<file path="src/rtl/ospi_pkg.sv">
package ospi_pkg;
  localparam int ADDR_W = 32;
  localparam int SH_W   = 32;

  typedef enum logic [2:0] {
    ST_IDLE, ST_LEAD, ST_INSTR, ST_ADDR, ST_DUMMY, ST_DWAIT, ST_DATA, ST_TRAIL
  } seq_st_e;

  localparam logic [1:0] FM_WRITE = 2'd0;
  localparam logic [1:0] FM_READ  = 2'd1;

  // last slot index for a phase of nbits on the lines given by code (1..4)
  function automatic logic [5:0] slot_last(input logic [5:0] nbits, input logic [2:0] code);
    logic [1:0] lg;
    lg = 2'(code - 3'd1);
    return (nbits >> lg) - 6'd1;
  endfunction

  function automatic logic [7:0] line_mask(input logic [2:0] code);
    case (code)
      3'd1:    return 8'h01;
      3'd2:    return 8'h03;
      3'd3:    return 8'h0F;
      3'd4:    return 8'hFF;
      default: return 8'h00;
    endcase
  endfunction
endpackage

</file>
<file path="src/rtl/ospi_clkdiv.sv">
module ospi_clkdiv #(
  parameter int PW = 8
) (
  input  logic          clk_i,
  input  logic          rst_ni,
  input  logic          run_i,
  input  logic [PW-1:0] presc_i,
  output logic          tick_o
);
  logic [PW-1:0] cnt_q;

  assign tick_o = run_i && (cnt_q == presc_i);

  always_ff @(posedge clk_i or negedge rst_ni) begin
    if (!rst_ni)      cnt_q <= '0;
    else if (!run_i)  cnt_q <= '0;
    else if (tick_o)  cnt_q <= '0;
    else              cnt_q <= cnt_q + 1'b1;
  end

  assert_div_bound_R6: assert property (@(posedge clk_i) disable iff (!rst_ni)
    run_i |-> cnt_q <= presc_i);
endmodule

</file>
<file path="src/rtl/ospi_fifo.sv">
module ospi_fifo #(
  parameter int W     = 8,
  parameter int DEPTH = 4
) (
  input  logic         clk_i,
  input  logic         rst_ni,
  input  logic         flush_i,
  input  logic         push_i,
  input  logic [W-1:0] wdata_i,
  input  logic         pop_i,
  output logic [W-1:0] rdata_o,
  output logic         full_o,
  output logic         empty_o
);
  localparam int AW = (DEPTH > 1) ? $clog2(DEPTH) : 1;
  localparam int CW = $clog2(DEPTH + 1);

  logic [W-1:0]  mem_q [DEPTH];
  logic [AW-1:0] wp_q, rp_q;
  logic [CW-1:0] cnt_q;
  logic          do_push, do_pop;

  assign full_o  = (cnt_q == CW'(DEPTH));
  assign empty_o = (cnt_q == '0);
  assign do_push = push_i && !full_o;
  assign do_pop  = pop_i && !empty_o;
  assign rdata_o = mem_q[rp_q];

  function automatic logic [AW-1:0] inc(input logic [AW-1:0] p);
    return (p == AW'(DEPTH - 1)) ? '0 : p + 1'b1;
  endfunction

  always_ff @(posedge clk_i or negedge rst_ni) begin
    if (!rst_ni) begin
      wp_q  <= '0;
      rp_q  <= '0;
      cnt_q <= '0;
    end else if (flush_i) begin
      wp_q  <= '0;
      rp_q  <= '0;
      cnt_q <= '0;
    end else begin
      if (do_push) wp_q <= inc(wp_q);
      if (do_pop)  rp_q <= inc(rp_q);
      if (do_push && !do_pop)      cnt_q <= cnt_q + 1'b1;
      else if (do_pop && !do_push) cnt_q <= cnt_q - 1'b1;
    end
  end

  always_ff @(posedge clk_i) begin
    if (do_push && !flush_i) mem_q[wp_q] <= wdata_i;
  end

  assert_count_bound_R12: assert property (@(posedge clk_i) disable iff (!rst_ni)
    cnt_q <= CW'(DEPTH));
  assert_full_drops_R12: assert property (@(posedge clk_i) disable iff (!rst_ni)
    (full_o && push_i && !pop_i && !flush_i) |=> full_o);
endmodule

</file>
<file path="src/rtl/ospi_fsm.sv">
module ospi_fsm
  import ospi_pkg::*;
#(
  parameter int LW = 16
) (
  input  logic          clk_i,
  input  logic          rst_ni,
  input  logic          launch_i,
  input  logic          abort_i,
  input  logic          clr_tc_i,
  input  logic          clr_te_i,
  input  logic [1:0]    fmode_i,
  input  logic          cs_sel_i,
  input  logic [7:0]    presc_i,
  input  logic [2:0]    imode_i,
  input  logic [2:0]    admode_i,
  input  logic [1:0]    adsize_i,
  input  logic [4:0]    dcyc_i,
  input  logic [2:0]    dmode_i,
  input  logic [LW-1:0] dlen_i,
  input  logic [ADDR_W-1:0] addr_i,
  input  logic [7:0]    opcode_i,
  input  logic          tick_i,
  output logic          run_o,
  output logic [7:0]    presc_o,
  input  logic          tx_empty_i,
  input  logic [7:0]    tx_data_i,
  output logic          tx_pop_o,
  input  logic          rx_full_i,
  output logic          rx_push_o,
  output logic [7:0]    rx_data_o,
  output logic          flush_o,
  output logic          sck_o,
  output logic [1:0]    cs_no,
  output logic [7:0]    io_o,
  output logic [7:0]    io_oe_o,
  input  logic [7:0]    io_i,
  output logic          busy_o,
  output logic          tc_o,
  output logic          te_o,
  output logic          abort_o
);
  seq_st_e st_q, nxt;
  logic          half_q, sck_q, cs_act_q, abort_q, tc_q, te_q;
  logic [5:0]    cnt_q;
  logic [LW-1:0] bytes_q;
  logic [SH_W-1:0] sh_q;
  logic [7:0]    rxb_q, samp;
  logic          c_rd, c_sel;
  logic [7:0]    c_presc, c_op;
  logic [2:0]    c_im, c_am, c_dm;
  logic [1:0]    c_as;
  logic [4:0]    c_dc;
  logic [ADDR_W-1:0] c_addr;

  logic       bit_ph, adv, accept, valid, data_go, set_tc, set_te;
  logic [2:0] cur_code;
  logic [3:0] lines;
  logic [5:0] a_bits;
  logic [4:0] a_sh;

  assign bit_ph = (st_q == ST_INSTR) || (st_q == ST_ADDR) ||
                  (st_q == ST_DUMMY) || (st_q == ST_DATA);
  assign valid  = (fmode_i[1] == 1'b0) && (imode_i <= 3'd4) &&
                  (admode_i <= 3'd4) && (dmode_i <= 3'd4);
  assign accept = launch_i && (st_q == ST_IDLE) && !abort_q && valid;
  assign set_te = launch_i && !accept;
  assign adv    = tick_i && half_q && !abort_q &&
                  ((st_q == ST_LEAD) || (bit_ph && cnt_q == '0));
  assign set_tc = adv && (nxt == ST_TRAIL);
  assign data_go = !abort_q && (c_rd ? !rx_full_i : !tx_empty_i);

  assign cur_code = (st_q == ST_INSTR) ? c_im : (st_q == ST_ADDR) ? c_am : c_dm;
  assign lines    = 4'd1 << 2'(cur_code - 3'd1);
  assign a_bits   = (6'(c_as) + 6'd1) << 3;
  assign a_sh     = {2'(2'd3 - c_as), 3'b000};

  // next active phase after the current one
  always_comb begin
    unique case (st_q)
      ST_LEAD:  nxt = (c_im != 0) ? ST_INSTR : (c_am != 0) ? ST_ADDR :
                      (c_dc != 0) ? ST_DUMMY : (c_dm != 0) ? ST_DWAIT : ST_TRAIL;
      ST_INSTR: nxt = (c_am != 0) ? ST_ADDR : (c_dc != 0) ? ST_DUMMY :
                      (c_dm != 0) ? ST_DWAIT : ST_TRAIL;
      ST_ADDR:  nxt = (c_dc != 0) ? ST_DUMMY : (c_dm != 0) ? ST_DWAIT : ST_TRAIL;
      ST_DUMMY: nxt = (c_dm != 0) ? ST_DWAIT : ST_TRAIL;
      ST_DATA:  nxt = (bytes_q != '0) ? ST_DWAIT : ST_TRAIL;
      default:  nxt = ST_TRAIL;
    endcase
  end

  always_comb begin
    case (c_dm)
      3'd1:    samp = {rxb_q[6:0], io_i[1]};
      3'd2:    samp = {rxb_q[5:0], io_i[1:0]};
      3'd3:    samp = {rxb_q[3:0], io_i[3:0]};
      default: samp = io_i;
    endcase
  end

  always_comb begin
    case (cur_code)
      3'd1:    io_o = {7'b0, sh_q[SH_W-1]};
      3'd2:    io_o = {6'b0, sh_q[SH_W-1 -: 2]};
      3'd3:    io_o = {4'b0, sh_q[SH_W-1 -: 4]};
      3'd4:    io_o = sh_q[SH_W-1 -: 8];
      default: io_o = 8'h00;
    endcase
    if ((st_q == ST_INSTR) || (st_q == ST_ADDR) || (st_q == ST_DATA && !c_rd))
      io_oe_o = line_mask(cur_code);
    else
      io_oe_o = 8'h00;
  end

  always_ff @(posedge clk_i or negedge rst_ni) begin
    if (!rst_ni) begin
      st_q <= ST_IDLE;   half_q <= 1'b0; sck_q <= 1'b0; cs_act_q <= 1'b0;
      abort_q <= 1'b0;   tc_q <= 1'b0;   te_q <= 1'b0;  cnt_q <= '0;
      bytes_q <= '0;     sh_q <= '0;     rxb_q <= '0;
      c_rd <= 1'b0; c_sel <= 1'b0; c_presc <= '0; c_op <= '0;
      c_im <= '0; c_am <= '0; c_dm <= '0; c_as <= '0; c_dc <= '0; c_addr <= '0;
    end else begin
      if (abort_i)                           abort_q <= 1'b1;
      else if (abort_q && st_q == ST_IDLE)   abort_q <= 1'b0;
      if (set_tc)        tc_q <= 1'b1;
      else if (clr_tc_i) tc_q <= 1'b0;
      if (set_te)        te_q <= 1'b1;
      else if (clr_te_i) te_q <= 1'b0;

      if (abort_q && st_q != ST_IDLE) begin
        st_q <= ST_IDLE; cs_act_q <= 1'b0; sck_q <= 1'b0; half_q <= 1'b0;
      end else begin
        unique case (st_q)
          ST_IDLE: if (accept) begin
            st_q <= ST_LEAD; cs_act_q <= 1'b1; half_q <= 1'b0;
            c_rd <= (fmode_i == FM_READ); c_sel <= cs_sel_i; c_presc <= presc_i;
            c_op <= opcode_i; c_im <= imode_i; c_am <= admode_i; c_dm <= dmode_i;
            c_as <= adsize_i; c_dc <= dcyc_i; c_addr <= addr_i; bytes_q <= dlen_i;
          end
          ST_DWAIT: if (data_go) begin
            st_q <= ST_DATA; half_q <= 1'b0;
            cnt_q <= slot_last(6'd8, c_dm);
            if (!c_rd) sh_q <= {tx_data_i, {(SH_W-8){1'b0}}};
          end
          default: if (tick_i) begin
            if (!half_q) begin
              half_q <= 1'b1;
              if (bit_ph) sck_q <= 1'b1;
              if (st_q == ST_DATA && c_rd) rxb_q <= samp;
            end else begin
              half_q <= 1'b0; sck_q <= 1'b0;
              if (bit_ph && cnt_q != '0) begin
                cnt_q <= cnt_q - 1'b1;
                sh_q  <= sh_q << lines;
              end else if (st_q == ST_TRAIL) begin
                st_q <= ST_IDLE; cs_act_q <= 1'b0;
              end else begin
                st_q <= nxt;
                if (st_q == ST_DATA && bytes_q != '0) bytes_q <= bytes_q - 1'b1;
                case (nxt)
                  ST_INSTR: begin
                    sh_q  <= {c_op, {(SH_W-8){1'b0}}};
                    cnt_q <= slot_last(6'd8, c_im);
                  end
                  ST_ADDR: begin
                    sh_q  <= c_addr << a_sh;
                    cnt_q <= slot_last(a_bits, c_am);
                  end
                  ST_DUMMY: cnt_q <= 6'(c_dc) - 6'd1;
                  default: ;
                endcase
              end
            end
          end
        endcase
      end
    end
  end

  assign run_o     = (st_q != ST_IDLE) && (st_q != ST_DWAIT);
  assign presc_o   = c_presc;
  assign tx_pop_o  = (st_q == ST_DWAIT) && data_go && !c_rd;
  assign rx_push_o = adv && (st_q == ST_DATA) && c_rd;
  assign rx_data_o = rxb_q;
  assign flush_o   = abort_q && (st_q == ST_IDLE);
  assign sck_o     = sck_q;
  assign cs_no     = !cs_act_q ? 2'b11 : (c_sel ? 2'b01 : 2'b10);
  assign busy_o    = (st_q != ST_IDLE);
  assign tc_o      = tc_q;
  assign te_o      = te_q;
  assign abort_o   = abort_q;

  assert_cs_single_R7: assert property (@(posedge clk_i) disable iff (!rst_ni)
    $onehot0(~cs_no));
  assert_idle_quiet_R1: assert property (@(posedge clk_i) disable iff (!rst_ni)
    !busy_o |-> (cs_no == 2'b11 && !sck_o && io_oe_o == 8'h00));
  assert_sck_in_bits_R11: assert property (@(posedge clk_i) disable iff (!rst_ni)
    sck_o |-> bit_ph);
  assert_abort_ends_R10: assert property (@(posedge clk_i) disable iff (!rst_ni)
    (abort_o && busy_o) |=> !busy_o);
  assert_abort_clears_R10: assert property (@(posedge clk_i) disable iff (!rst_ni)
    (abort_o && !busy_o && !abort_i) |=> !abort_o);
  assert_tc_busy_R8: assert property (@(posedge clk_i) disable iff (!rst_ni)
    $rose(tc_o) |-> busy_o);
endmodule

</file>
<file path="src/rtl/ospi_seq.sv">
module ospi_seq #(
  parameter int LEN_W      = 16,
  parameter int FIFO_DEPTH = 4
) (
  input  logic             clk_i,
  input  logic             rst_ni,
  input  logic [1:0]       fmode_i,
  input  logic             cs_sel_i,
  input  logic [7:0]       presc_i,
  input  logic [2:0]       imode_i,
  input  logic [2:0]       admode_i,
  input  logic [1:0]       adsize_i,
  input  logic [4:0]       dcyc_i,
  input  logic [2:0]       dmode_i,
  input  logic [LEN_W-1:0] dlen_i,
  input  logic [31:0]      addr_i,
  input  logic [7:0]       opcode_i,
  input  logic             launch_i,
  input  logic             abort_i,
  input  logic             clr_tc_i,
  input  logic             clr_te_i,
  input  logic [7:0]       wdata_i,
  input  logic             wvalid_i,
  output logic             wready_o,
  output logic [7:0]       rdata_o,
  output logic             rvalid_o,
  input  logic             rready_i,
  output logic             sck_o,
  output logic [1:0]       cs_no,
  output logic [7:0]       io_o,
  output logic [7:0]       io_oe_o,
  input  logic [7:0]       io_i,
  output logic             busy_o,
  output logic             tc_o,
  output logic             te_o,
  output logic             abort_o
);
  logic       run, tick, flush;
  logic [7:0] presc_l;
  logic       tx_pop, tx_full, tx_empty;
  logic [7:0] tx_data;
  logic       rx_push, rx_full, rx_empty;
  logic [7:0] rx_data;

  ospi_clkdiv #(.PW(8)) u_div (
    .clk_i, .rst_ni, .run_i(run), .presc_i(presc_l), .tick_o(tick)
  );

  ospi_fifo #(.W(8), .DEPTH(FIFO_DEPTH)) u_txf (
    .clk_i, .rst_ni, .flush_i(flush),
    .push_i(wvalid_i), .wdata_i(wdata_i), .pop_i(tx_pop),
    .rdata_o(tx_data), .full_o(tx_full), .empty_o(tx_empty)
  );

  ospi_fifo #(.W(8), .DEPTH(FIFO_DEPTH)) u_rxf (
    .clk_i, .rst_ni, .flush_i(flush),
    .push_i(rx_push), .wdata_i(rx_data), .pop_i(rready_i),
    .rdata_o(rdata_o), .full_o(rx_full), .empty_o(rx_empty)
  );

  ospi_fsm #(.LW(LEN_W)) u_fsm (
    .clk_i, .rst_ni,
    .launch_i, .abort_i, .clr_tc_i, .clr_te_i,
    .fmode_i, .cs_sel_i, .presc_i, .imode_i, .admode_i, .adsize_i,
    .dcyc_i, .dmode_i, .dlen_i, .addr_i, .opcode_i,
    .tick_i(tick), .run_o(run), .presc_o(presc_l),
    .tx_empty_i(tx_empty), .tx_data_i(tx_data), .tx_pop_o(tx_pop),
    .rx_full_i(rx_full), .rx_push_o(rx_push), .rx_data_o(rx_data),
    .flush_o(flush),
    .sck_o, .cs_no, .io_o, .io_oe_o, .io_i,
    .busy_o, .tc_o, .te_o, .abort_o
  );

  assign wready_o = !tx_full;
  assign rvalid_o = !rx_empty;
endmodule

</file>
<file path="config.mk">
export PLATFORM = sky130hd
export DESIGN_NAME = ospi_seq
export DESIGN_NICKNAME = d
export VERILOG_FILES = /design/src/rtl/ospi_pkg.sv /design/src/rtl/ospi_clkdiv.sv /design/src/rtl/ospi_fifo.sv /design/src/rtl/ospi_fsm.sv /design/src/rtl/ospi_seq.sv
export SDC_FILE = /design/constraint.sdc
export NUM_CORES = 1
export LEC_CHECK = 0
export BUFFER_PORTS_ARGS = -buffer_cell sky130_fd_sc_hd__buf_4
export CAP_MARGIN = 40
export CORE_ASPECT_RATIO = 2
export CORE_MARGIN = 5
export CORE_UTILIZATION = 62
export CTS_BUF_LIST = sky130_fd_sc_hd__clkbuf_8
export DETAILED_ROUTE_END_ITERATION = 8
export GPL_ROUTABILITY_DRIVEN = 1
export PLACE_DENSITY_LB_ADDON = 0.12
export SLEW_MARGIN = 20
export SYNTH_ARGS = -nofsm -noshare
export SYNTH_HDL_FRONTEND = slang
export SYNTH_SLANG_ARGS = --single-unit
</file>
<file path="constraint.sdc">
create_clock -name clk_i -period 10.4 [get_ports clk_i]
set_input_delay 1.04 -clock clk_i [delete_from_list [all_inputs] [get_ports clk_i]]
set_output_delay 1.04 -clock clk_i [all_outputs]
set_load 0.01 [all_outputs]
</file>
== After elaboration in Yosys (flattened, before gate mapping) ==
Memory sizes are Yosys's and may differ from the RTL's.
Cells that the tools add are included.

* Flip-flop bits (word level): 159
* Memory bits (writable): 64
* Input bits: 107
* Output and inout bits: 33
* Word-level logic and storage cells: 294
* Memories kept: 2

* Add/subtract/negate cells: 21
* Magnitude comparators: 3
* Equal/unequal tests: 39
* Shifts and indexed selects: 6
* Multiplexer cells: 93
* Bitwise logic cells: 6
* Reductions and logical operators: 96

{| class="wikitable"
|+ Memory list
! name !! depth !! width !! read ports !! clocked after memory_dff !! write ports !! line !! RTL
|-
| u_rxf.mem_q || 4 || 8 || 1 || 0 || 1 || ospi_fifo.sv:18 || <nowiki>logic [W-1:0] mem_q [DEPTH];</nowiki>
|-
| u_txf.mem_q || 4 || 8 || 1 || 0 || 1 || ospi_fifo.sv:18 ||
|}

{| class="wikitable"
|+ Operators with widths
! cell !! number
|-
| 2-to-1 mux 32 bit || 6
|-
| one-hot mux 32 bit (2 select lines) || 2
|-
| 2-to-1 mux 16 bit || 6
|-
| one-hot mux 8 bit (4 select lines) || 2
|-
| 2-to-1 mux 3 bit || 18
|-
| logical AND 1 bit || 35
|-
| 2-to-1 mux 2 bit || 16
|-
| one-hot mux 16 bit (2 select lines) || 1
|-
| left shift 32 x 4 -> 32 bit || 1
|-
| left shift 32 x 5 -> 32 bit || 1
|-
| 2-to-1 mux 6 bit || 5
|-
| nonzero test 3 bit || 10
|-
| equality test 3 bit (second input constant) || 9
|-
| 2-to-1 mux 1 bit || 27
|-
| nonzero test 2 bit || 13
|-
| equality test 3 x 2 -> 1 bit (second input constant) || 8
|-
| 2-to-1 mux 8 bit || 3
|-
| one-hot mux 8 bit (3 select lines) || 1
|-
| subtractor 6 x 1 -> 6 bit (second input constant) || 4
|-
| one-hot mux 6 bit (3 select lines) || 1
|-
| AND reduction 8 bit || 2
|-
| nonzero test 16 bit || 1
|-
| subtractor 16 x 1 -> 16 bit (second input constant) || 1
|-
| one-hot mux 3 bit (5 select lines) || 1
|-
| 38 further kinds || 90
|}

== Longest topological paths before layout ==
Gate-level depths: netlist of the first run.

* Word-level depth: 15
* Depth in mapped cells: 17
* Depth with buffers taken out: 13

== Cells and area by module ==
From an unflattened synthesis of the first run, not the netlist that was laid out.

* Cell total of the unflattened synthesis: 1234
* Area total of the unflattened synthesis: 12425.7 um2

{| class="wikitable"
|+ Modules (own cells, without submodules)
! module !! instances !! cells an instance !! area an instance (um2) !! seq. area each (um2)
|-
| ospi_fsm || 1 || 975 || 8500.7 || 3428.3
|-
| ospi_fifo || 2 || 105 || 1712.9 || 1136.1
|-
| ospi_clkdiv || 1 || 47 || 491.7 || 200.2
|-
| ospi_seq || 1 || 2 || 7.5 || 0.0
|}

== Worst setup path before layout of the first run ==
OpenSTA, ideal clock, no wires.

* Path type: register -> register
* From: reg u_fsm.st_q[0]
* To: reg u_fsm.sh_q[20]
* Setup time: 0.121 ns
* Data arrival time: 3.565 ns
* Required time: 10.279 ns
* Setup slack: 6.714 ns
* Cell stages (with the launch flop): 15
* Buffers on the path: 6
* Clock period less this slack: 3.686 ns
* Path through: dfrtp_1 buf_6 clkbuf_1 buf_1 mux2i_1 o21ai_0 ha_1 clkbuf_1 buf_2 buf_2 mux4_2 mux2_2 a21oi_1 o22ai_1 a22o_1

* Cells in the longest elaborated chain, start to end: 10
* Elaborated cells between the ends (all ways): 40
* Classes of those cells: add/sub: 1; eq/ne: 13; shift: 2; mux: 9; bitwise: 2; reduce/logical: 13

{| class="wikitable"
|+ Ends and longest elaborated chain
! what !! line !! RTL
|-
| from (decl) || ospi_fsm.sv:43 || <nowiki>seq_st_e st_q, nxt;</nowiki>
|-
| from (signal assigned) || ospi_fsm.sv:158 || <nowiki>st_q <= nxt;</nowiki>
|-
| equality test 3 x 2 -> 1 bit || ospi_fsm.sv:62, ospi_fsm.sv:73, ospi_fsm.sv:80 ||
|-
| 2-to-1 mux 3 bit (2 in a row) || ospi_fsm.sv:73 || <nowiki>assign cur_code = (st_q == ST_INSTR) ? c_im : (st_q == ST_ADDR) ? c_am : c_dm;</nowiki>
|-
| subtractor 2 x 1 -> 2 bit || ospi_fsm.sv:74 || <nowiki>assign lines = 4'd1 << 2'(cur_code - 3'd1);</nowiki>
|-
| left shift 1 x 2 -> 4 bit || ospi_fsm.sv:74 ||
|-
| left shift 32 x 4 -> 32 bit || ospi_fsm.sv:154 || <nowiki>sh_q <= sh_q << lines;</nowiki>
|-
| 2-to-1 mux 32 bit || ospi_fsm.sv:152 || <nowiki>if (bit_ph && cnt_q != '0) begin</nowiki>
|-
| 2-to-1 mux 32 bit || ospi_fsm.sv:146 || <nowiki>if (!half_q) begin</nowiki>
|-
| 2-to-1 mux 32 bit || ospi_fsm.sv:145 || <nowiki>default: if (tick_i) begin</nowiki>
|-
| one-hot mux 32 bit (2 select lines) || ospi_fsm.sv:133 || <nowiki>unique case (st_q)</nowiki>
|-
| to (signal assigned) || ospi_fsm.sv:143 || <nowiki>if (!c_rd) sh_q <= {tx_data_i, {(SH_W-8){1'b0}}};</nowiki>
|-
| to (signal assigned) || ospi_fsm.sv:154 ||
|-
| to (signal assigned) || ospi_fsm.sv:162 || <nowiki>sh_q <= {c_op, {(SH_W-8){1'b0}}};</nowiki>
|-
| to (decl) || ospi_fsm.sv:47 || <nowiki>logic [SH_W-1:0] sh_q;</nowiki>
|}

Several ways; a longest one is shown, not always the timed one. The select of a mux whose other input is x is not followed.
A chain may end at the register's enable or synchronous reset.

== Worst setup path in the final report of the first run ==
* From: reg u_fsm.st_q[2]
* To: out io_oe_o[4]

* Cells in the longest elaborated chain, start to end: 6
* Elaborated cells between the ends (all ways): 14
* Classes of those cells: eq/ne: 7; mux: 4; reduce/logical: 3

{| class="wikitable"
|+ Ends and longest elaborated chain
! what !! line !! RTL
|-
| equality test 3 x 2 -> 1 bit || ospi_fsm.sv:73, ospi_fsm.sv:109 ||
|-
| 2-to-1 mux 3 bit (2 in a row) || ospi_fsm.sv:73 ||
|-
| equality test 3 bit, or another cell as far along || ospi_pkg.sv:20 || <nowiki>case (code)</nowiki>
|-
| one-hot mux 8 bit (4 select lines) || ospi_pkg.sv:20 ||
|-
| 2-to-1 mux 8 bit (*) || ospi_fsm.sv:109 || <nowiki>if ((st_q == ST_INSTR) || (st_q == ST_ADDR) || (st_q == ST_DATA && !c_rd))</nowiki>
|-
| to (decl) || ospi_seq.sv:31 || <nowiki>output logic [7:0] io_oe_o,</nowiki>
|}

Mark *: on every way between the ends. The rest lies on a longest branch, timed or not.

==> metrics.cfg, run 1 <==
[outcome]
status = complete, no violations

[clocking]
clk_path_buf_depth = 3
h-tree-depth = 1
cts_sinks = 223
clk_pin_slew_ns = 0.08
numCtsBuffers = 30
post_cts_buffers = 0
cts-resized-gates = 0
cts_hold_buffers = 0
cts_root_buf = clkbuf_8
cts_tree = yes
clk_latency_ns = 0.58

[critical_path]
max_stage_delay_ns = 0.80
rrSetupSlack_ns = 6.39
cp_cell_sequence = nand2b_1 -> o21ai_0 -> inv_1 -> ha_1 -> nor2b_1 -> and3_1 -> buf_4
endpoint_kind = primary output
worst_path_max_delay_cell = dfrtp_1
r2r_cells = 12
path_delay_family = simple AND/OR/NAND/NOR gates
setup.worst_path.start_class = flop
critical_path_buf_inv_count = 2
cp.arrival_ns = 3.32
reg2reg_from = u_fsm.st_q[2]
required_ns = 9.36
reg2reg_to = u_fsm.sh_q[24]
worst-path-max-fanout = 26
crit_type = reg -> out

[synth]
syn_nets = 1328
synthSimpleGateAreaFrac = 0.126
yosysWarnings = 0
synth_compound_area_frac = 0.150
muxShareOfSynthArea = 0.183
synthAdderAreaFrac = 0.0294
synth_top_family_by_area = multiplexers
synth_area_sq_mm = 0.0128
synth_ff_type = dfrtp_1
netlist.area_leader.share = 0.312
synth_area_leaders = dfrtp_1, edfxtp_1, mux2_2
syn_area_per_cell_sq_um = 10.7
synthDistinctLibCells = 77
yosys.area.top_type = dfrtp_1
syn_inst = 1193
synth_xor_area_frac = 0.0151
ys_ff_latch = 223
async_reset_ff_frac = 0.713
synth-edff-count = 64
seq_area_frac_synth = 0.463

[place]
gp_congestion = 1.01
portBuffers = 139
place.detailed.hpwl_microns = 24400
placed_cells = 1540

[sta]
hold-worst-slack_ns = 0.362
hold_viol_final = 0
relSlewSlack = 0.413
fmax_ghz = 0.229
final_max_slew_viol_count = 0
post-route-min-period_ns = 4.36
tightest_slew_ns = 0.880
min_period_over_period = 0.420
rsz0062_at_grt = no
setup_viol = 0
clock_skew_ns = 0.0103
setup_tns_ns = 0

[power_and_ir_drop]
power.density_mw_per_mm2 = 268
seqPwrFrac = 0.348
net-switching-power_mw = 1.64
power_frac_clock = 0.203
combPwrFrac = 0.450
leakagePower_nw = 6.33
swShare = 0.415
p_int_mw = 2.31
ir_worst_vdd_v = 0.000202

[routing]
post_drt_via_cell_ratio = 6.28
routed-wl-met3_microns = 2440
drtPass1Iterations = 6
drt_iter0_drc = 805
post-route-drc-count = 0
routed_wl_microns = 33300
dr.max_layer_used = met4
wire_per_inst_microns = 20.8
route.vias.total = 10040
met2_length_microns = 17500
ant_nets = 0
met1_length_microns = 12100

[finish]
finalNonFillerCells = 1598
drive_gt1_frac = 0.255
fin_nets = 1443
diodes = 0
utilization = 0.725
fillCellCount = 1510
syn2layout_area_growth_pct = 15.8

[flow_run]
maxCapViolCount = 0

[global_route]
groute.usage.overall = 0.281
grt_pass1_wl_microns = 53500
grt_pass1_vias = 9994
antenna_found_initial = 0
grt_start_max_net_pins = 65
overflow = 0

[die]
ios = 140
dieArea_sq_mm = 0.0237
die-height_microns = 213
core_sq_mm = 0.0204
rows = 74
start_util = 0.626
die_width_microns = 111

[hold_path]
hold_class = in -> async

## Yosys cell counts (all sizes together) (21+ instances only)
cell,count
a21oi,78
buf,36
clkbuf,40
dfrtp,159
edfxtp,64
ha,26
inv,27
mux2,82
mux2i,62
mux4,35
nand2,106
nand3,25
nor2,111
o21ai,80
o22ai,21
## stage by stage
stage,worst slack [ns],total power [mW],instance area (sq um)
detailed placement,6.45,3.13,14000
floorplan,6.71,2.63,12800
global route,5.74,4.21,14800
CTS,6.03,3.95,14700
finish,6.04,3.95,14800
global placement,6.21,3.08,13900
## cells by family (layout without fill, tap and decap cells)
kind of cell	after synthesis	count (layout)
buffers and inverters	104	243
flip-flops	223	223
AND/OR/NAND/NOR	343	343
AO/OA/AOI/OAI	293	293
multiplexers	179	179
XOR/XNOR	22	22
adder cells (fa/ha/maj)	29	29
## layout by cell type, fill, tap and decap left out, types with 5 or more instances in the layout
| cell type | synthesis | routed |
|---|---|---|
| nand2_1 | 106 | 106 |
| bufinv_16 | 0 | 7 |
| clkbuf_8 | 0 | 32 |
| nor3b_1 | 6 | 6 |
| a31oi_1 | 6 | 6 |
| nor2_1 | 110 | 110 |
| mux2_2 | 82 | 82 |
| nand3_1 | 25 | 25 |
| o21ai_0 | 80 | 80 |
| o22ai_1 | 21 | 21 |
| xor2_1 | 9 | 9 |
| o31ai_1 | 5 | 5 |
| or3_1 | 8 | 8 |
| a21oi_1 | 77 | 77 |
| ha_1 | 26 | 25 |
| buf_4 | 5 | 151 |
| nand2b_1 | 15 | 14 |
| a22o_1 | 16 | 16 |
| nor2b_1 | 11 | 11 |
| mux4_2 | 35 | 35 |
| nor3_1 | 14 | 14 |
| nor4_1 | 7 | 7 |
| clkinv_1 | 1 | 8 |
| inv_1 | 27 | 30 |
| and3_1 | 10 | 10 |
| xnor2_1 | 13 | 13 |
| and2_1 | 14 | 14 |
| mux2i_1 | 62 | 62 |
| dfrtp_1 | 159 | 159 |
| a211oi_1 | 14 | 14 |
| a22oi_1 | 16 | 16 |
| edfxtp_1 | 64 | 64 |
## worst register-to-register path, cell delays in order, from the launching register on
cell and delay (ns):
dfrtp_1 0.80, nand2b_1 0.40, o21ai_0 0.30, inv_1 0.20
ha_2 0.42, buf_12 0.26, mux4_2 0.55, nand2_1 0.11
nand2_1 0.10, a211oi_1 0.40, a211oi_1 0.09, a21oi_1 0.17
o21ai_0 0.09
## worst max path at each step
| stage | startpoint | to | slack, ns | cells past startpoint |
|---|---|---|---|---|
| floorplan | u_fsm.st_q[0] | u_fsm.sh_q[20] | 6.71 | 14 |
| global placement | u_fsm.st_q[0] | u_fsm.sh_q[24] | 6.21 | 11 |
| detailed placement | u_fsm.st_q[2] | u_fsm.sh_q[24] | 6.45 | 12 |
| CTS | u_fsm.st_q[2] | io_oe_o[4] | 6.03 | 7 |
| global route | u_fsm.st_q[2] | io_oe_o[2] | 5.74 | 8 |
| finish | u_fsm.st_q[2] | io_oe_o[4] | 6.04 | 7 |
## final cells by class
| class | instances | area (sq um) | share of cell area |
|---|---|---|---|
| tap | 266 | 333 | 0.0225 |
| clock buffer | 32 | 440 | 0.0298 |
| sequential | 223 | 5900 | 0.399 |
| timing repair buffer | 159 | 1270 | 0.0863 |
| inverter | 28 | 105 | 0.00712 |
| multi-input combinational | 866 | 6430 | 0.435 |
| clock inverter | 24 | 290 | 0.0197 |
## power by group through the flow
stage / sequential [mW] / clock, mW / combinational, mW
finish: 1.37 / 0.801 / 1.78
floorplan: 1.25 / 0 / 1.38
global placement: 1.39 / 0 / 1.69
global route: 1.41 / 0.856 / 1.95
CTS: 1.37 / 0.817 / 1.76
detailed placement: 1.38 / 0 / 1.75
## registers in the layout, summed over array words and instances, names as in the netlist, 2 cells and up
register / count
u_div.cnt_q: 8
u_fsm.bytes_q: 16
u_fsm.c_addr: 32
u_fsm.c_am: 3
u_fsm.c_as: 2
u_fsm.c_dc: 5
u_fsm.c_dm: 3
u_fsm.c_im: 3
u_fsm.c_op: 8
u_fsm.cnt_q: 6
u_fsm.presc_o: 8
u_fsm.rx_data_o: 8
u_fsm.sh_q: 32
u_fsm.st_q: 3
u_rxf.cnt_q: 3
u_rxf.mem_q: 32
u_rxf.rp_q: 2
u_rxf.wp_q: 2
u_txf.cnt_q: 3
u_txf.mem_q: 32
u_txf.rp_q: 2
u_txf.wp_q: 2
## metal layers
metal  up-vias  global-route usage
met2       461               0.501
met1      4852               0.340
met3        77              0.0457
met5         -                   0
met4         0               0.115
li1       4650                   -
(Power assumes the default switching activity.)
==> inputs of run 2 (changes only) <==
- ABC_AREA: unset -> 1
- CORE_UTILIZATION: 62 -> 61
- clock period: 10.4 -> 4.1 ns (I/O delays scaled with it)
==> metrics.cfg, run 2 <==
[outcome]
status = complete, no violations

[clocking]
clk_path_buf_depth = 3  ; unchanged
cts_hold_buffers = 1  ; +1
cts-resized-gates = 0  ; unchanged
post_cts_buffers = 0  ; unchanged
clk_pin_slew_ns = 0.07  ; about the same
clk_latency_ns = 0.54  ; -0.04 ns
cts_root_buf = clkbuf_8
h-tree-depth = 2  ; +1
cts_tree = yes
numCtsBuffers = 34  ; +13%
cts_sinks = 223  ; unchanged

[routing]
post_drt_via_cell_ratio = 5.81  ; -7.6%
route.vias.total = 12084  ; +20%
drt_iter0_drc = 857  ; +6.5%
post-route-drc-count = 0  ; unchanged
drtPass1Iterations = 5  ; -1
wire_per_inst_microns = 17.8  ; -15%
routed_wl_microns = 37100  ; +11%
ant_nets = 0  ; unchanged

[sta]
rsz0062_at_grt = no
final_max_slew_viol_count = 0  ; unchanged
relSlewSlack = 0.448  ; +0.0353
min_period_over_period = 0.899
hold_viol_final = 0  ; unchanged
setup_tns_ns = 0  ; unchanged
post-route-min-period_ns = 3.69
clock_skew_ns = 0.0261  ; +0.0158 ns
fmax_ghz = 0.271
tightest_slew_ns = 0.828  ; -0.0521 ns
setup_viol = 0  ; unchanged

[hold_path]
hold_path_startpoint = presc_i[3]
holdPathEnd = u_fsm.presc_o[3]
hold_depth = 3
hold_class = in -> reg

[critical_path]
endpoint_kind = flop
setup.worst_path.start_class = flop
reg2reg_from = u_fsm.st_q[2]
r2r_cells = 17  ; +5
rrSetupSlack_ns = 0.41  ; -5.98 ns
reg2reg_to = u_fsm.sh_q[8]
worst-path-max-fanout = 28  ; +7.7%
required_ns = 4.50  ; -4.86 ns
crit_type = reg -> reg
cp.arrival_ns = 4.09  ; +0.77 ns

[finish]
fin_nets = 1921  ; +33%
layout_common_cells = nand2_1, o21ai_0, inv_1, buf_4, dfrtp_1
fillCellCount = 1771  ; +17%
diodes = 0  ; unchanged
drive_gt1_frac = 0.146  ; -0.110
finalNonFillerCells = 2081  ; +30%
syn2layout_area_growth_pct = 15.1
final_common_cell = nand2_1

[die]
dieArea_sq_mm = 0.0244  ; +3.0%
rows = 75  ; +1.4%
ios = 140  ; unchanged
die-height_microns = 216  ; +1.5%
start_util = 0.619  ; -0.00715
core_sq_mm = 0.0209  ; +2.7%
die_width_microns = 113  ; +1.5%

[power_and_ir_drop]
ir_worst_vdd_v = 0.000413  ; +100%
power.density_mw_per_mm2 = 715  ; +170%
power_frac_clock = 0.177  ; -0.026
seqPwrFrac = 0.323  ; -0.025
p_int_mw = 5.68  ; +150%
leakagePower_nw = 7.09  ; +12%
net-switching-power_mw = 4.98  ; +200%
swShare = 0.467  ; +0.0525
combPwrFrac = 0.500  ; +0.050

[synth]
seq_area_frac_synth = 0.456  ; -0.00711
synth_commonest_cells = nand2_1, o21ai_0, inv_1, dfrtp_1, nor2_1
async_reset_ff_frac = 0.713  ; unchanged
syn_area_per_cell_sq_um = 7.76  ; -27%
synth_ff_type = dfrtp_1
syn_inst = 1669  ; +40%
synth_area_leaders = dfrtp_1, edfxtp_1, nand2_1
yosysWarnings = 0  ; unchanged
yosys.area.top_type = dfrtp_1
synthDistinctLibCells = 50  ; -35%
synth_most_common_cell = nand2_1
synth_area_sq_mm = 0.0130  ; +1.6%
syn_nets = 1804  ; +36%
synth-edff-count = 64  ; unchanged
ys_ff_latch = 223  ; unchanged
netlist.area_leader.share = 0.307  ; -0.00479

[global_route]
grt_pass1_wl_microns = 58900  ; +10%
grtUsageMet2 = 0.557  ; +0.0559
grt_pass1_vias = 11696  ; +17%
groute.usage.overall = 0.301  ; +0.0196
grt_start_max_net_pins = 69  ; +6.2%
met3_usage = 0.0296  ; -0.0161
top_usage_layer = met2
overflow = 0  ; unchanged
antenna_found_initial = 0  ; unchanged
grt_use_met1 = 0.339  ; -0.000651

[flow_run]
maxCapViolCount = 0  ; unchanged

[place]
place.detailed.hpwl_microns = 27500  ; +13%
placed_cells = 2017  ; +31%
gp_congestion = 0.988  ; -2.4%
portBuffers = 139  ; unchanged

-- run 2: cell types whose count changed after synthesis, moves of 35 or more --
cell,previous run,this run
nand3_1,25,75
mux2_2,82,0
inv_1,27,194
nand2_1,106,373
mux4_2,35,0
o21ai_0,80,245
mux2i_1,62,10
-- run 2: cell type report --
type / instances / area, sq um / share of cell area
flip-flops and latches: 223 / 5900 / 0.396
multi-input cells: 1154 / 5890 / 0.395
clock inverters: 19 / 103 / 0.00688
well taps: 269 / 337 / 0.0226
inverters: 206 / 773 / 0.0518
repair buffers: 167 / 1320 / 0.0883
clock buffers: 43 / 592 / 0.0397
-- run 2: critical path, stage by stage (launching register included) --
cell	delay [ns]
dfrtp_1	0.48
inv_2	0.14
nand3_1	0.18
inv_1	0.08
a221oi_1	0.34
inv_1	0.16
ha_1	0.50
buf_4	0.33
nand2_1	0.07
o21ai_0	0.11
o21ai_0	0.32
nand2_1	0.09
o21ai_0	0.15
o21ai_0	0.12
a21oi_1	0.16
nor3_1	0.06
o21ai_0	0.14
o21ai_0	0.14
-- run 2: per-layer routing --
metal  vias to the layer above  part of all wire  wire length, microns
li1                       5804                 -                     -
met5                         -                 0                     0
met4                         0             0.051                  1880
met2                       509              0.54                 20200
met1                      5655              0.35                 12900
met3                       116             0.058                  2150
-- run 2: worst max-delay path by stage --
| stage | from | end | depth (start not counted) |
|---|---|---|---|
| 2_1_floorplan | u_fsm.st_q[2] | u_fsm.sh_q[29] | 16 |
| 3_3_place_gp | u_fsm.st_q[2] | u_fsm.sh_q[8] | 15 |
| 3_5_place_dp | u_fsm.st_q[2] | u_fsm.sh_q[8] | 17 |
| 4_1_cts | u_fsm.st_q[2] | u_fsm.sh_q[8] | 17 |
| 5_1_grt | u_fsm.st_q[2] | u_fsm.sh_q[8] | 17 |
| 6_report | u_fsm.st_q[2] | u_fsm.sh_q[8] | 17 |
-- run 2: power by group through the flow --
stage	Clock [mW]	Sequential [mW]	Combinational [mW]
final	1.89	3.44	5.33
after global routing	2.01	3.51	5.92
after CTS	1.91	3.43	5.26
after detailed placement	0	3.47	5.22
after global placement	0	3.45	5.13
after floorplan	0	3.27	3.80
-- run 2: cell families after synthesis --
| family | Yosys count | synth area share |
|---|---|---|
| AO/OA/AOI/OAI | 443 | 0.195 |
| multiplexers | 10 | 0.00773 |
| flip-flops | 223 | 0.456 |
| adder cells (fa/ha/maj) | 28 | 0.0282 |
| XOR/XNOR | 17 | 0.0115 |
| AND/OR/NAND/NOR | 656 | 0.212 |
| buffers and inverters | 292 | 0.0901 |
-- run 2: stage by stage --
stage          cell area [sq um]  setup slack, ns  power, mW  hold WS (ns)  utilization
6_report                   14900            0.413       10.7        0.0791        0.713
5_1_grt                    14900           0.0314       11.4        0.0701        0.713
4_1_cts                    14900            0.475       10.6        0.0481        0.712
3_5_place_dp               14200            0.483       8.69         0.341        0.679
3_3_place_gp               14200            0.579       8.57         0.445        0.677
2_1_floorplan              13000             1.11       7.07         0.114            -
